[src/rtl/fracn_clkgen.sv]
module fracn_clkgen #(
  parameter int NUM_GEN  = 4,
  parameter int NUM_PINS = 16,
  parameter int ACC_W    = 32,
  localparam int SEL_W   = (NUM_GEN > 1) ? $clog2(NUM_GEN) : 1,
  localparam int IDX_W   = (NUM_PINS > NUM_GEN) ? $clog2(NUM_PINS) : $clog2(NUM_GEN)
) (
  input  logic                clk,
  input  logic                rst_n,
  input  logic                wr_en,
  input  logic                wr_cfg,
  input  logic [IDX_W-1:0]    wr_idx,
  input  logic [ACC_W-1:0]    wr_data,
  input  logic [NUM_PINS-1:0] pin_dat,
  input  logic [NUM_PINS-1:0] pin_oe,
  output logic [NUM_PINS-1:0] pin_out
);

  logic [NUM_GEN-1:0][ACC_W-1:0]  n_q;
  logic [NUM_GEN-1:0][ACC_W-1:0]  acc_q;
  logic [NUM_GEN-1:0]             gen_clk;
  logic [NUM_PINS-1:0][SEL_W-1:0] sel_q;
  logic [NUM_PINS-1:0]            cg_q;

  wire [ACC_W-1:0] wr_n = {1'b0, wr_data[ACC_W-2:0]};

  for (genvar g = 0; g < NUM_GEN; g++) begin : g_gen
    wire hit = wr_en && !wr_cfg && (wr_idx == IDX_W'(g));
    wire halted = (n_q[g] == '0);

    always_ff @(posedge clk) begin
      if (!rst_n) begin
        n_q[g]   <= '0;
        acc_q[g] <= '0;
      end else begin
        if (hit) n_q[g] <= wr_n;
        if (hit && halted && wr_n != '0) acc_q[g] <= '0;
        else if (!halted)                acc_q[g] <= acc_q[g] + n_q[g];
      end
    end

    assign gen_clk[g] = acc_q[g][ACC_W-1] && !halted;
  end

  for (genvar p = 0; p < NUM_PINS; p++) begin : g_pin
    wire hit = wr_en && wr_cfg && (wr_idx == IDX_W'(p));

    always_ff @(posedge clk) begin
      if (!rst_n) begin
        sel_q[p] <= '0;
        cg_q[p]  <= 1'b0;
      end else if (hit) begin
        sel_q[p] <= wr_data[SEL_W-1:0];
        cg_q[p]  <= wr_data[SEL_W];
      end
    end

    assign pin_out[p] = (pin_oe[p] && cg_q[p]) ? gen_clk[sel_q[p]] : pin_dat[p];
  end

endmodule

[config.mk]
export PLATFORM = sky130hd
export DESIGN_NAME = fracn_clkgen
export DESIGN_NICKNAME = d
export VERILOG_FILES = /design/src/rtl/fracn_clkgen.sv
export SDC_FILE = /design/constraint.sdc
export NUM_CORES = 1
export LEC_CHECK = 0
export BUFFER_PORTS_ARGS = -buffer_cell sky130_fd_sc_hd__buf_2
export CORE_MARGIN = 4
export CORE_UTILIZATION = 56
export DETAILED_ROUTE_END_ITERATION = 8
export GPL_ROUTABILITY_DRIVEN = 1
export HOLD_SLACK_MARGIN = 0.15
export PLACE_DENSITY_LB_ADDON = 0.08
export SETUP_SLACK_MARGIN = 0.02
export SYNTH_ARGS = -nofsm -noshare
export SYNTH_HDL_FRONTEND = slang
export SYNTH_SLANG_ARGS = --single-unit
[constraint.sdc]
create_clock -name clk -period 3.9 [get_ports clk]
set_clock_uncertainty 0.05 [all_clocks]
set_input_delay 0.78 -clock clk [delete_from_list [all_inputs] [get_ports clk]]
set_output_delay 0.78 -clock clk [all_outputs]
set_load 0.1 [all_outputs]
[Word level (Yosys, flattened, before mapping)]
Cells that the tools add are included.
W data, S select, Z words.
Cells by class
  add/subtract/negate cells: 4
  magnitude comparators: 16
  equality and inequality tests: 15
  multiplexer cells: 48
  bitwise operators: 1
  reductions and logical operators: 65
Operators by type and width (count)
  $add A32 B31 Y32: 4
  $logic_not A32 Y1: 4
  $logic_and A1 B1 Y1: 50
  $lt A2 B3 Y1 const B: 16
  $bmux W1 S2: 16
  $eq A4 B4 Y1 const B: 8
  $mux W1: 32
  $reduce_bool A32 Y1: 1
  $eq A4 B3 Y1 const B: 4
  $eq A4 B2 Y1 const B: 2
  $reduce_or A2 Y1: 4
  $logic_not A1 Y1: 5
  $eq A4 B1 Y1 const B: 1
  $logic_not A4 Y1: 1
  $not A1 Y1: 1
Storage, ports and cells
  bits in registers: 300
  input port bits: 72
  output and inout port bits: 16
  logic and storage cells: 189

[Depth between registers and ports, before layout]
  word-level depth: 6
  mapped depth: 11

[Worst setup path before layout]
OpenSTA, ideal clock, no wires.
  kind: register to output
  start point: reg n_q[39] in the netlist's numbering
  end point: out pin_out[10]
  data arrival time: 2419 ps
  data required time: 3070 ps
  path slack: 651 ps
  cell stages (with the launch flop): 9
  buffers on the path: 2
  cells stage by stage: dfxtp_1 > nor4_1 > nand4_1 > or2_2 > clkbuf_1 > and2_1 > clkbuf_1 > mux4_2 > mux2_2
Between the ends
  longest elaborated chain between the ends: 6
RTL lines
  from (decl): RTL line 19  | logic [NUM_GEN-1:0][ACC_W-1:0] n_q;
  from (signal, indexed assignment): RTL line 36  | if (hit) n_q[g] <= wr_n;
  $logic_not A32 Y1: RTL line 29  | wire halted = (n_q[g] == '0);
  $logic_not A1 Y1: RTL line 42  | assign gen_clk[g] = acc_q[g][ACC_W-1] && !halted;
  $logic_and A1 B1 Y1: RTL line 42
  $bmux W1 S2: RTL line 58  | assign pin_out[p] = (pin_oe[p] && cg_q[p]) ? gen_clk[sel_q[p]] : pin_dat[p];
  $mux W1 (not written as such): RTL line 58
  $mux W1: RTL line 58
  to (decl): RTL line 16  | output logic [NUM_PINS-1:0] pin_out
No other way between the ends. The select of a mux whose other input is x is not followed.

[Worst setup path in the final report]
  start point: reg n_q[60] in the netlist's numbering
  end point: out pin_out[15]
The elaborated chain is that of the path after synthesis.

==> metrics.md <==
| Metric | Value |
|---|---|
| Setup TNS Final | `0 ns` |
| Crit Path Max Fanout | `16` |
| Layout Nets | `between 2000 and 2500` |
| ANT nets after route | `0` |
| Port bufs | `between 80 and 90` |
| # Max-Cap Violations | `0` |
| Area contributors post-synth | `dfxtp_1 34%, ha_1 8.7%, nand2_1 8.3%` |
| Synth Net Count | `roughly 2400` |
| Routed WL per cell | `approximately 18 um` |
| Pin count of the biggest net entering global routing | `48` |
| CP required | `approximately 3.1 ns` |
| Max Fclk | `~260 MHz` |
| DIE AREA | `approximately 0.035 sq mm` |
| Relative slew margins | `36.21%` |
| Final hold slack | `~0.4 ns` |
| Sw Ratio | `about 25%` |
| Setup WS post-layout | `~0.10 ns` |
| Leakage power | `0.008147 uW` |
| Vias per cell | `5.959` |
| Clock root buffer | `clkbuf_16` |
| Most frequent cells in the layout | `395 x nand2_1, 300 x dfxtp_1, 186 x nor2_1` |
| Worst Hold Class | `reg2reg` |
| Die height | `roughly 190 um` |
| Crit path time final | `about 3.8 ns` |
| First-pass GRT wire length | `just under 80000 um` |
| Avg Inst Size Synth | `a little over 8 sq um` |
| Share of layout cells above drive strength 1 | `approximately 11%` |
| CTS tree | `done` |
| FP Rows | `65` |
| Core ar. | `approximately 0.031 sq mm` |
| Clock network power share | `between 40% and 50%` |
| Last weighted congestion value of the routability-driven placer | `0.8937` |
| Peak VDD IR | `~0.54 mV` |
| Ports | `between 80 and 90` |
| Switching pwr | `~1800 uW` |
| Gr usage total | `roughly 27%` |
| Register area share after synthesis | `33.62%` |
| First DRT Iteration DRCs | `a little over 900` |
| Antenna violations before repair | `2` |
| Critical path class | `reg2out` |
| Post-route clock period utilization | `a little over nine tenths` |
| Final Max Slew Viols | `0` |
| Clock-pin slew on the worst setup and hold paths | `0.06 ns` |
| Final hold violation count | `0` |
| DPL Wire Length | `around 34000 um` |
| Critical path cell sequence | `nor4_2 > nand4_1 > or2_2 > and2_4 > mux4_2 > mux2_2 > buf_4` |
| Dpl cells | `about 2600` |
| Slowest-stage cell, CP | `mux4_2` |
| Post-Syn Instances | `2184` |
| Commonest non-fill, non-tap cell in the layout | `nand2_1` |
| Vias in the first global route | `approximately 15000` |
| Area grow syn2layout | `11.82%` |
| Crit-path leading delay family | `simple AND/OR/NAND/NOR gates` |
| CP max stage delay | `roughly 0.50 ns` |
| CTS Buffer Depth | `3` |
| Cell Count, Final, Fillers Out | `around 2700` |
| Cts hold-fix bufs | `0` |
| CTS sink count | `300` |
| Post-layout util | `a little under two thirds` |
| Status | `finished clean` |
| Combinational share of power | `under 10%` |
| Crit path buffers/inverters | `1` |
| Clk_lat worst skew | `a little over 0.5 ns` |
| Area of the multi-input gates | `roughly 0.011 sq mm` |
| DRC | `0` |
| Worst Path Arrival | `between 2 and 3 ns` |
| Measured slew at the worst slew-check pin | `0.9534 ns` |
| Post-synthesis register bit count | `300` |
| RSZ-0062 raised after global routing | `no` |
| First-pass detailed-route iteration total | `6` |
| H-tree Lvls | `2` |
| Starting Density | `between 50% and 60%` |
| Cell taking the most area after synthesis | `dfxtp_1` |
| PwrDens | `~360 mW/mm^2` |
| Post-synth top area share | `about 34%` |
| Drt total wl | `between 40000 and 50000 um` |
| CTS buffer count | `36` |
| Chip width | `186.6 um` |
| Filler Cell Count | `around 2700` |
| Setup crit end kind | `output port` |
| EDFF count, synth | `0` |
| Post-Syn Area | `about 0.018 sq mm` |
| Total global routing overflow | `0` |
| Reg power frac | `between 40% and 50%` |
| Yosys warns | `0` |
| Async SR Flop Fraction | `0%` |
| Worst Setup Start Kind | `register` |
| P_int | `~5400 uW` |
| DR vias | `between 15000 and 20000` |
| Prevailing post-synth register cell | `dfxtp_1` |
| Synth cell types | `73` |
| Pre-CTS WS | `~0.29 ns` |
| Sequential cell area | `0.006006 sq mm` |
| Setup violators final | `0` |
[routing by layer]
metal / GRT usage (%) / up-vias / part of all wire [%]
met5: 0 / - / 0.022
met4: 9.243 / 2 / 3.6
met3: 3.891 / 120 / 5.4
met2: 45.77 / 388 / 46
met1: 36.05 / 7464 / 45
li1: - / 7884 / -
[sequential cells by signal (all words and copies together), names as in the netlist]
name and cells:
acc_q 128, sel_q 32, cg_q 16, n_q 124
[stage by stage]
stage / power, uW / instance area (sq um)
2_1_floorplan: 3602 / 17860
3_3_place_gp: 3833 / 18660
3_5_place_dp: 3839 / 18660
4_1_cts: 7259 / 19930
5_1_grt: 7441 / 19970
6_report: 7218 / 19970
[Yosys cell counts, drive strengths merged (12+ instances only)]
cell	n
xor2	48
a21oi	139
o21a	12
nor2	189
nor3	26
ha	124
mux2i	68
a31oi	18
a21o	56
nor2b	41
nand4	19
a21boi	142
o21bai	18
mux4	16
inv	25
xnor2	52
nor4	38
mux2	16
and3	17
o21ai	120
nand3	31
buf	22
dfxtp	300
clkbuf	88
nand2b	13
nand2	395
a211oi	23
[repair_timing]
item / 4_1_cts / 5_1_grt
endpoints found under the hold margin: 0 / 0
buffers inserted: 1 / 1
resized for setup: 22 / 6
pin swaps: 1 / 3
setup endpoints to repair: 16 / 16
[power by group through the flow]
stage                     Clock [uW]  Sequential (uW)  Combinational [uW]
after floorplan                    0             3170                 429
after global placement             0             3180                 653
after detailed placement           0             3180                 658
after CTS                       3480             3110                 669
after global routing            3610             3120                 719
final                           3420             3110                 680
[worst reg2reg max path, stage by stage, from the launching register on]
cell and delay (ns):
dfxtp_1 0.33, ha_1 0.24, fa_1 0.43, a211oi_2 0.23, nor2_1 0.10, o31a_1 0.28, a221o_2 0.40, a31oi_4 0.29
o21ai_0 0.19, o31ai_1 0.36, mux2i_1 0.23, nand2_1 0.06
[cell families (layout without fill, tap and decap cells)]
kind of cell	Yosys count	count (layout)	share of synthesized area, %
AND/OR/NAND/NOR	813	813	20.23
AO/OA/AOI/OAI	607	607	22.32
flip-flops	300	300	33.62
XOR/XNOR	100	100	4.903
buffers and inverters	136	210	2.949
other	0	1	0
adder cells (fa/ha/maj)	128	128	9.134
multiplexers	100	100	6.837
[worst paths after layout]
check,to,slack (ns),cells after the start,start
worst max-delay path,pin_out[15],0.10,7,n_q[60]$_SDFFE_PN0P_
worst min-delay path,acc_q[102]$_SDFFE_PP0P_,0.40,2,acc_q[102]$_SDFFE_PP0P_
worst min register to register,acc_q[102]$_SDFFE_PP0P_,0.40,2,acc_q[102]$_SDFFE_PP0P_
worst max register to register,acc_q[124]$_SDFFE_PP0P_,0.59,11,n_q[96]$_SDFFE_PN0P_
[area by class of cell]
cell class	count	area share, %
multi-input combinational	1748	57.18
antenna	1	0.01253
tap	402	2.518
clock buffer	47	5.074
sequential	300	30.07
timing repair buffer	122	3.740
inverter	26	0.4886
clock inverter	15	0.9209
Note: power is estimated with default switching activity, not from simulation.
